### config.mk
export PLATFORM = sky130hd
export DESIGN_NAME = flash_cmd_ctrl
export DESIGN_NICKNAME = d
export VERILOG_FILES = /design/src/rtl/flash_cmd_pkg.sv /design/src/rtl/flash_cmd_decode.sv /design/src/rtl/flash_mode_fsm.sv /design/src/rtl/flash_status_reg.sv /design/src/rtl/flash_rd_mux.sv /design/src/rtl/flash_cmd_ctrl.sv
export SDC_FILE = /design/constraint.sdc
export NUM_CORES = 1
export LEC_CHECK = 0
export BUFFER_PORTS_ARGS = -buffer_cell sky130_fd_sc_hd__clkbuf_2
export CAP_MARGIN = 25
export CORE_MARGIN = 1
export CORE_UTILIZATION = 50
export DETAILED_ROUTE_END_ITERATION = 8
export MAX_ROUTING_LAYER = met4
export PLACE_DENSITY = 0.85
export SYNTH_ARGS = -nofsm -noshare
export SYNTH_HDL_FRONTEND = slang
export SYNTH_SLANG_ARGS = --single-unit
### constraint.sdc
create_clock -name clk -period 4.3 [get_ports clk]
set_input_delay 0.215 -clock clk [delete_from_list [all_inputs] [get_ports clk]]
set_output_delay 0.215 -clock clk [all_outputs]
set_load 0.01 [all_outputs]
### src/rtl/flash_cmd_pkg.sv
package flash_cmd_pkg;
  localparam logic [7:0] OP_READ    = 8'hFF;
  localparam logic [7:0] OP_IDENT   = 8'h90;
  localparam logic [7:0] OP_STATUS  = 8'h70;
  localparam logic [7:0] OP_CLEAR   = 8'h50;
  localparam logic [7:0] OP_SETUP   = 8'h20;
  localparam logic [7:0] OP_CONFIRM = 8'hD0;
  localparam logic [7:0] OP_SUSPEND = 8'hB0;

  localparam logic [7:0] ID_MAKER  = 8'h89;
  localparam logic [7:0] ID_DEVICE = 8'hA2;

  typedef enum logic [2:0] {
    C_READ, C_IDENT, C_STATUS, C_CLEAR, C_SETUP, C_CONFIRM, C_SUSPEND, C_OTHER
  } cmd_e;

  typedef enum logic [2:0] {
    M_ARRAY, M_IDENT, M_STATUS, M_SETUP, M_ERASE, M_SUSP_REQ, M_SUSP
  } mode_e;

  typedef enum logic [1:0] {
    SRC_ARRAY = 2'b00, SRC_IDENT = 2'b01, SRC_STATUS = 2'b10
  } src_e;

  typedef struct packed {
    logic erase;
    logic seq;
    logic vpp;
  } err_t;
endpackage

### src/rtl/flash_cmd_decode.sv
module flash_cmd_decode
  import flash_cmd_pkg::*;
(
  input  logic [7:0] opcode,
  output cmd_e       cmd
);
  always_comb begin
    unique case (opcode)
      OP_READ:    cmd = C_READ;
      OP_IDENT:   cmd = C_IDENT;
      OP_STATUS:  cmd = C_STATUS;
      OP_CLEAR:   cmd = C_CLEAR;
      OP_SETUP:   cmd = C_SETUP;
      OP_CONFIRM: cmd = C_CONFIRM;
      OP_SUSPEND: cmd = C_SUSPEND;
      default:    cmd = C_OTHER;
    endcase
  end
endmodule

### src/rtl/flash_mode_fsm.sv
module flash_mode_fsm
  import flash_cmd_pkg::*;
#(
  parameter int ADDR_W = 20
) (
  input  logic              clk,
  input  logic              rst_n,
  input  logic              wr_en,
  input  cmd_e              cmd,
  input  logic [ADDR_W-1:0] wr_addr,
  input  logic              vpp_ok,
  input  logic              eng_suspended,
  input  logic              eng_done,
  output src_e              src,
  output logic              ready,
  output logic              suspended,
  output logic              start,
  output logic              resume,
  output logic              susp_req,
  output logic [ADDR_W-1:0] blk_addr,
  output logic              set_erase,
  output logic              set_seq,
  output logic              set_vpp,
  output logic              clr_err
);
  mode_e mode;
  src_e  susp_view;
  logic  idle;
  logic  in_setup_wr;
  logic  go;

  assign idle        = (mode == M_ARRAY) || (mode == M_IDENT) || (mode == M_STATUS);
  assign in_setup_wr = (mode == M_SETUP) && wr_en;
  assign go          = in_setup_wr && (cmd == C_CONFIRM) && vpp_ok;

  always_ff @(posedge clk) begin
    if (!rst_n) begin
      mode      <= M_ARRAY;
      susp_view <= SRC_STATUS;
      start     <= 1'b0;
      resume    <= 1'b0;
      blk_addr  <= '0;
    end else begin
      start  <= 1'b0;
      resume <= 1'b0;
      unique case (mode)
        M_ARRAY, M_IDENT, M_STATUS: begin
          if (wr_en) begin
            case (cmd)
              C_READ:   mode <= M_ARRAY;
              C_IDENT:  mode <= M_IDENT;
              C_STATUS: mode <= M_STATUS;
              C_SETUP:  mode <= M_SETUP;
              default:  mode <= mode;
            endcase
          end
        end
        M_SETUP: begin
          if (wr_en) begin
            if (go) begin
              mode     <= M_ERASE;
              start    <= 1'b1;
              blk_addr <= wr_addr;
            end else begin
              mode <= M_STATUS;
            end
          end
        end
        M_ERASE: begin
          if (eng_done) mode <= M_STATUS;
          else if (wr_en && cmd == C_SUSPEND) mode <= M_SUSP_REQ;
        end
        M_SUSP_REQ: begin
          if (eng_done) mode <= M_STATUS;
          else if (eng_suspended) begin
            mode      <= M_SUSP;
            susp_view <= SRC_STATUS;
          end
        end
        M_SUSP: begin
          if (wr_en) begin
            case (cmd)
              C_READ:   susp_view <= SRC_ARRAY;
              C_STATUS: susp_view <= SRC_STATUS;
              C_CONFIRM: begin
                mode   <= M_ERASE;
                resume <= 1'b1;
              end
              default: susp_view <= susp_view;
            endcase
          end
        end
        default: mode <= M_ARRAY;
      endcase
    end
  end

  always_comb begin
    unique case (mode)
      M_ARRAY: src = SRC_ARRAY;
      M_IDENT: src = SRC_IDENT;
      M_SUSP:  src = susp_view;
      default: src = SRC_STATUS;
    endcase
  end

  assign ready     = !((mode == M_ERASE) || (mode == M_SUSP_REQ));
  assign suspended = (mode == M_SUSP);
  assign susp_req  = (mode == M_SUSP_REQ) || (mode == M_SUSP);
  assign set_vpp   = in_setup_wr && (cmd == C_CONFIRM) && !vpp_ok;
  assign set_seq   = in_setup_wr && (cmd != C_CONFIRM);
  assign set_erase = in_setup_wr && !go;
  assign clr_err   = idle && wr_en && (cmd == C_CLEAR);

  // no start is issued unless the previous cycle held a confirm write
  p_start_after_write_r8: assert property (@(posedge clk) disable iff (!rst_n)
    start |-> $past(wr_en));

  // start and resume never coincide
  p_start_resume_excl_r10: assert property (@(posedge clk) disable iff (!rst_n)
    !(start && resume));
endmodule

### src/rtl/flash_status_reg.sv
module flash_status_reg
  import flash_cmd_pkg::*;
(
  input  logic clk,
  input  logic rst_n,
  input  logic set_erase,
  input  logic set_seq,
  input  logic set_vpp,
  input  logic clr_err,
  output err_t err
);
  always_ff @(posedge clk) begin
    if (!rst_n) begin
      err <= '0;
    end else if (clr_err) begin
      err <= '0;
    end else begin
      if (set_erase) err.erase <= 1'b1;
      if (set_seq)   err.seq   <= 1'b1;
      if (set_vpp)   err.vpp   <= 1'b1;
    end
  end

  // error bits never drop without a clear command
  p_err_sticky_r12: assert property (@(posedge clk) disable iff (!rst_n)
    !$past(clr_err) |-> ((err & $past(err)) == $past(err)));
endmodule

### src/rtl/flash_rd_mux.sv
module flash_rd_mux
  import flash_cmd_pkg::*;
#(
  parameter int ADDR_W = 20
) (
  input  logic              clk,
  input  logic              rst_n,
  input  logic              rd_en,
  input  logic [ADDR_W-1:0] rd_addr,
  input  src_e              src,
  input  logic              ready,
  input  logic              suspended,
  input  err_t              err,
  output logic              rd_valid,
  output logic [1:0]        rd_src,
  output logic [7:0]        rd_data
);
  logic [7:0] status_byte;
  logic [7:0] ident_byte;

  assign status_byte = {ready, suspended, err.erase, err.seq, err.vpp, 3'b000};

  always_comb begin
    if (rd_addr == ADDR_W'(0))      ident_byte = ID_MAKER;
    else if (rd_addr == ADDR_W'(1)) ident_byte = ID_DEVICE;
    else                            ident_byte = 8'h00;
  end

  always_ff @(posedge clk) begin
    if (!rst_n) begin
      rd_valid <= 1'b0;
      rd_src   <= SRC_ARRAY;
      rd_data  <= 8'h00;
    end else begin
      rd_valid <= rd_en;
      if (rd_en) begin
        rd_src <= src;
        unique case (src)
          SRC_IDENT:  rd_data <= ident_byte;
          SRC_STATUS: rd_data <= status_byte;
          default:    rd_data <= 8'h00;
        endcase
      end
    end
  end

  // an identifier result only ever carries one of the three defined codes
  p_ident_codes_r3: assert property (@(posedge clk) disable iff (!rst_n)
    (rd_valid && rd_src == SRC_IDENT) |->
      (rd_data == ID_MAKER || rd_data == ID_DEVICE || rd_data == 8'h00));

  // array results carry zero data
  p_array_zero_r2: assert property (@(posedge clk) disable iff (!rst_n)
    (rd_valid && rd_src == SRC_ARRAY) |-> (rd_data == 8'h00));
endmodule

### src/rtl/flash_cmd_ctrl.sv
module flash_cmd_ctrl
  import flash_cmd_pkg::*;
#(
  parameter int ADDR_W = 20
) (
  input  logic              clk,
  input  logic              rst_n,
  input  logic              wr_en,
  input  logic [ADDR_W-1:0] wr_addr,
  input  logic [7:0]        wr_data,
  input  logic              rd_en,
  input  logic [ADDR_W-1:0] rd_addr,
  input  logic              vpp_ok,
  input  logic              eng_suspended,
  input  logic              eng_done,
  output logic              ers_start,
  output logic              ers_suspend,
  output logic              ers_resume,
  output logic [ADDR_W-1:0] ers_addr,
  output logic              ry_by,
  output logic              rd_valid,
  output logic [1:0]        rd_src,
  output logic [7:0]        rd_data
);
  cmd_e cmd;
  src_e src;
  err_t err;
  logic ready, suspended;
  logic set_erase, set_seq, set_vpp, clr_err;

  flash_cmd_decode u_dec (
    .opcode (wr_data),
    .cmd    (cmd)
  );

  flash_mode_fsm #(.ADDR_W(ADDR_W)) u_fsm (
    .clk           (clk),
    .rst_n         (rst_n),
    .wr_en         (wr_en),
    .cmd           (cmd),
    .wr_addr       (wr_addr),
    .vpp_ok        (vpp_ok),
    .eng_suspended (eng_suspended),
    .eng_done      (eng_done),
    .src           (src),
    .ready         (ready),
    .suspended     (suspended),
    .start         (ers_start),
    .resume        (ers_resume),
    .susp_req      (ers_suspend),
    .blk_addr      (ers_addr),
    .set_erase     (set_erase),
    .set_seq       (set_seq),
    .set_vpp       (set_vpp),
    .clr_err       (clr_err)
  );

  flash_status_reg u_stat (
    .clk       (clk),
    .rst_n     (rst_n),
    .set_erase (set_erase),
    .set_seq   (set_seq),
    .set_vpp   (set_vpp),
    .clr_err   (clr_err),
    .err       (err)
  );

  flash_rd_mux #(.ADDR_W(ADDR_W)) u_rd (
    .clk       (clk),
    .rst_n     (rst_n),
    .rd_en     (rd_en),
    .rd_addr   (rd_addr),
    .src       (src),
    .ready     (ready),
    .suspended (suspended),
    .err       (err),
    .rd_valid  (rd_valid),
    .rd_src    (rd_src),
    .rd_data   (rd_data)
  );

  assign ry_by = ready;

  // a start only follows a confirm made with high voltage, and busy is shown at once
  p_start_busy_r5: assert property (@(posedge clk) disable iff (!rst_n)
    ers_start |-> ($past(vpp_ok) && !ry_by));

  // the suspend request only drops on resume or on completion
  p_suspend_release_r10: assert property (@(posedge clk) disable iff (!rst_n)
    $fell(ers_suspend) |-> (ers_resume || $past(eng_done)));

  // ready while a suspend is requested means the engine has frozen
  p_ready_when_frozen_r9: assert property (@(posedge clk) disable iff (!rst_n)
    ($rose(ry_by) && ers_suspend) |-> $past(eng_suspended));
endmodule

==> metrics.txt, run 1 <==
RSZ-0062 raised after global routing=false; status=finished clean; Hold Fails Final Rpt=0; CTS root buf=clkbuf_8; actual slew at the worst max-slew pin=0.7438 ns; clock network fraction of total power=0.355; Clk Latency, worst-skew pair=0.28 ns; setup TNS=0 ns; Seq pwr share=0.560; Pleak=1.054 nW; switching power=0.0001436 W; fraction of registers with async set or reset after synthesis=0; die area=0.004124 mm^2; Layout Nets=376; worst r2r src=u_fsm.mode[1]; Period minus WS final=2.250 ns; Top FF cell, synth=dfxtp_1; Initial Util=0.5248; ANT nets after route=0; hpwl dp=3.272 mm; slew margin rel.=0.5028; Hold Worst Slack=0.1580 ns; combinational power share=0.086; largest net degree at the start of global routing=33; CTS H-tree depth=2; max-cap viol count=0; Worst Skew=0.003690 ns; Hold Crit Start=wr_addr[5]; DRT Pass-1 Iters=4; Finished Cell Area=0.002439 mm^2; detail-routed net length per standard cell=11.73 um; die height=64.22 um; via count=1969; CP Launch Type=register; Setup crit start=u_fsm.mode[1]; EDFF count, synth=0; cts repair resizes=0; Mapped Avg Cell Area=8.032 um^2; vias in the first global route=1703; Setup Fix Bufs, Post-CTS=0; # hold bufs at CTS=0; via/cell ratio=5.351; cell internal pwr=0.0005029 W; #FFs+latches synth=39; input/output buffers=88; Worst-path clk slew=0.07 ns; non-filler cells, final=368; final slew viol count=0; Final setup viols=0; CP Class=reg -> reg; Die X=64.22 um; Worst Path Required=4.46 ns; total track usage=0.2228; Final GP Congestion=0.8507; placed cell count=360; post-synth top area share=0.4034; Peak supply drop=0.1327 mV; final worst slack=2.050 ns; routed wire length=4.317 mm; final period utilization=0.5232; crit-path max FO=21; placeable core area=0.003689 mm^2; P&R area growth vs syn=25.99%; Hold Crit Depth=3; layout cell share with drive strength beyond 1=0.3094; area occupied by multi-input gates=0.001039 mm^2; YS warnings=0; Mapped Area=0.001936 mm^2; std cell rows=22; wire length of the first global-routing pass=7.065 mm; post-synthesis sequential area ratio=0.4034; n_diodes=0; initial antenna violation count=0; Worst R2R Path Depth=5; maximum clock path buffer count=2; Tightest Hold Check Type=in -> reg; cts bufs inserted=5; pre-CTS setup slack=1.984 ns; Max Fclk=444.5 MHz; initial drt markers=99; crit path DAT=2.41 ns; Clock Sink Count=39; Power Dens Cells=265.1 mW/mm^2; Mapped Nets=298; DRC errors left=0; Overflow after GRT=0; crit end category=register; top cell type by total area after synthesis=dfxtp_1; Synth Instances=241; FF/Latch Area=780.7 um^2; largest cells by area after synthesis=dfxtp_1, nand2_1, a21boi_0; Sw Ratio=0.2221; Netlist cell types=47; Placed Instance Area=0.002357 mm^2; fill cell count=345; Boundary Pins=90; CTS tree=yes
[cell type report]
| type | instances | share of cell area |
|---|---|---|
| tap | 48 | 0.02463 |
| clock buffer | 7 | 0.03130 |
| inverter | 10 | 0.01539 |
| sequential | 39 | 0.3202 |
| clock inverter | 1 | 0.002052 |
| timing repair buffer | 88 | 0.1806 |
| multi-input combinational | 175 | 0.4259 |
[cell usage after synthesis (2+ instances only)]
cell and n:
nand2_1 47, dfxtp_1 39, a21boi_0 17, a21oi_1 12
nand3_1 11, clkbuf_1 10, inv_1 10, nor2_1 9
nand2b_1 5, nor2b_1 5, nor4_1 5, o21a_1 5
o21ai_0 5, o31ai_1 5, and2_1 4, mux2i_1 4
nor3_1 4, and3_1 3, buf_2 3, nand4_1 3
nor3b_1 3, a31oi_1 2, and4_1 2, buf_1 2
ha_1 2, nand3b_1 2, nor4b_1 2
[power groups by stage]
stage	Sequential, W	Clock (W)	Combinational, W
floorplan	0.000370	0	0.0000252
global placement	0.000370	0	0.0000542
global route	0.000362	0.000255	0.0000607
detailed placement	0.000370	0	0.0000550
CTS	0.000362	0.000238	0.0000552
finish	0.000362	0.000229	0.0000553
[flip-flops by register name, indices dropped and copies added (netlist names)]
register,count
u_fsm.blk_addr,20
u_fsm.mode,3
u_fsm.resume,1
u_fsm.start,1
u_fsm.susp_view,1
u_rd.rd_data,7
u_rd.rd_src,2
u_rd.rd_valid,1
u_stat.err,3
[layer usage]
metal | wire length, um | vias to the layer above | global-route usage
li1 | - | 989 | -
met1 | 1958 | 895 | 0.2596
met2 | 2030 | 79 | 0.3790
met3 | 266 | 6 | 0.04821
met4 | 62 | 0 | 0.07500
met5 | 0 | - | -
[worst max-delay path: stages (launching register included)]
cell	delay [ns]
dfxtp_1	0.46
nand2_1	0.10
nor3b_1	0.49
nand3_1	0.67
a21oi_1	0.34
nor2_1	0.05
[cell usage in the layout (no fill, tap or decap), types with 9 or more instances in the layout]
master and count:
nand2_1 47, inv_1 10, dfxtp_1 39, a21oi_1 12, nand3_1 11, nor2_1 9
clkbuf_2 88, a21boi_0 17
[metrics by stage]
step,power [W],util
floorplan,0.0003956,-
global placement,0.0004244,0.6391
detailed placement,0.0004251,0.6391
CTS,0.0006554,0.6611
global route,0.0006775,0.6611
finish,0.0006464,0.6611
[final timing paths]
kind                             to  slack, ns
hold / removal    u_fsm.blk_addr[5]       0.16
setup / recovery      u_stat.err[2]       2.05
hold reg to reg   u_fsm.blk_addr[2]       0.45
setup reg to reg      u_stat.err[2]       2.05
[cells by family after synthesis]
family          count (synthesis)  synth area share
buf+inv                        27           0.06012
xor+xnor                        1          0.004526
flops                          39            0.4034
compound gates                 57            0.2082
simple gates                  110            0.2883
fa+ha+maj                       2           0.01293
other cells                     1          0.001937
mux                             4           0.02069
Power figures use the tool's default switching activity.
==> run 2: changes to the inputs <==
--- a/config.mk
+++ b/config.mk
@@ -8,10 +8,10 @@
 export BUFFER_PORTS_ARGS = -buffer_cell sky130_fd_sc_hd__clkbuf_2
 export CAP_MARGIN = 25
 export CORE_MARGIN = 1
-export CORE_UTILIZATION = 50
+export CORE_UTILIZATION = 46
 export DETAILED_ROUTE_END_ITERATION = 8
 export MAX_ROUTING_LAYER = met4
-export PLACE_DENSITY = 0.85
+export PLACE_DENSITY = 0.79
 export SYNTH_ARGS = -nofsm -noshare
 export SYNTH_HDL_FRONTEND = slang
 export SYNTH_SLANG_ARGS = --single-unit
==> constraint.sdc (replaced) <==
create_clock -name clk -period 2.34 [get_ports clk]
set_input_delay 0.117 -clock clk [delete_from_list [all_inputs] [get_ports clk]]
set_output_delay 0.117 -clock clk [all_outputs]
set_load 0.01 [all_outputs]
==> run 2 against run 1 <==
Net effect:
- hold slack got worse by 0.10 ns
- non-clock buffer count rose by 4
- power grew 88%
- maximum frequency grew 8.9%
- design area up 1.6%
- flip-flop and latch count stayed put
- clock power is 95% higher
==> metrics.txt, run 2 (same netlist as run 1, synthesis figures left out) <==
Worst-path clk slew=0.07 ns; largest net degree at the start of global routing=33; Hold EP=u_fsm.blk_addr[0]; Reg with most FFs=u_fsm.blk_addr; input/output buffers=88; met1 Use GR=0.2422; Worst R2R Path Depth=10; Pleak=1.080 nW; crit end category=register; fill cell count=369; Hold Fails Final Rpt=0; CP Class=reg -> reg; crit-path max FO=9; DRC errors left=0; setup TNS=0 ns; final period utilization=0.8831; total track usage=0.2089; worst r2r src=u_fsm.mode[0]; Setup Fix Bufs, Post-CTS=0; most frequent cells in the layout=clkbuf_2, nand2_1, dfxtp_1; CP Launch Type=register; # hold bufs at CTS=0; Final GP Congestion=0.8204; Boundary Pins=90; RSZ-0062 raised after global routing=false; DRT Pass-1 Iters=4; M2 GR Usage=0.3485; Clk Latency, worst-skew pair=0.28 ns; max-cap viol count=0; via/cell ratio=5.273; actual slew at the worst max-slew pin=0.5826 ns; Overflow after GRT=0; Tightest Hold Check Type=in -> reg; Worst Skew=0.003420 ns; ANT nets after route=0; P&R area growth vs syn=27.99%; cts bufs inserted=5; Max Fclk=483.9 MHz; Worst Path Required=2.57 ns; std cell rows=23; reg-to-reg slack, setup=0.27 ns; status=finished clean; Die X=66.87 um; hpwl dp=3.366 mm; Largest regs=u_fsm.blk_addr: 20 flops, u_rd.rd_data: 7 flops; most common cell after layout, fill and taps aside=clkbuf_2; n_diodes=0; Final setup viols=0; crit path DAT=2.30 ns; slew margin rel.=0.6080; die height=66.87 um; Power Dens Cells=490.2 mW/mm^2; placeable core area=0.004029 mm^2; capture point of the worst reg-to-reg path=u_rd.rd_data[5]; maximum clock path buffer count=2; Initial Util=0.4804; Peak supply drop=0.3867 mV; detail-routed net length per standard cell=11.94 um; CTS root buf=clkbuf_8; via count=1967; final slew viol count=0; Period minus WS final=2.066 ns; layout cell share with drive strength beyond 1=0.3220; CTS H-tree depth=2; initial drt markers=70; met3 usage=0.06164; busiest grt layer=met2; Layout Nets=380; CTS tree=yes; Layout Utilization=0.6149; die area=0.004471 mm^2; routed wire length=4.453 mm; Hold Crit Start=wr_addr[0]; Setup crit start=u_fsm.mode[0]; vias in the first global route=1601; initial antenna violation count=0; cts repair resizes=0; Clock Sink Count=39; Hold Crit Depth=3; wire length of the first global-routing pass=6.865 mm; Largest register FFs=20
[run 2: worst max-delay path by stage]
stage	end	slack, ns
3_3_place_gp	u_rd.rd_data[1]	0.38
2_1_floorplan	u_rd.rd_data[1]	0.26
4_1_cts	u_rd.rd_data[5]	0.29
5_1_grt	u_rd.rd_data[3]	0.08
3_5_place_dp	u_rd.rd_data[5]	0.30
6_report	u_rd.rd_data[5]	0.27
[run 2: critical path, cell delays in order (launching register included)]
cell and delay [ns]:
dfxtp_1 0.46, inv_1 0.12, and3_1 0.21, a21o_1 0.19, inv_1 0.07, ha_1 0.23
nor2b_1 0.23, nand2_1 0.10, nor2_1 0.12, and2_1 0.16, o21a_1 0.12
[run 2: per-layer routing]
metal	share of wire	wire length, um
met4	0.0022	10
met5	0	0
met3	0.085	378
met2	0.47	2077
met1	0.45	1987
[run 2: final cells by class]
type | instances | area (um^2) | share of cell area
multi-input cells | 175 | 1039 | 0.4192
flip-flops and latches | 39 | 780.7 | 0.3152
repair buffers | 92 | 470.5 | 0.1899
clock buffers | 6 | 82.58 | 0.03333
well taps | 50 | 62.56 | 0.02525
inverters | 10 | 37.54 | 0.01515
clock inverters | 1 | 5.005 | 0.002020
[run 2: report_power, final]
part	internal, W	leakage [nW]	switching, W
clock network	0.000231	0.0470	0.000216
logic	0.0000507	0.718	0.0000514
registers	0.000664	0.314	0.000000510
total	0.000946	1.08	0.000268
[run 2: metrics by stage]
step	power, W	std cells	cell area (um^2)	setup slack [ns]	hold WS (ns)
3_5_place_dp	0.0007819	366	2390	0.2967	0.3572
4_1_cts	0.001229	373	2477	0.2936	0.05414
6_report	0.001214	373	2477	0.2736	0.05672
2_1_floorplan	0.0007269	241	1936	0.2585	0.2575
5_1_grt	0.001269	373	2477	0.07986	0.04513
3_3_place_gp	0.0007810	366	2390	0.3772	0.3441
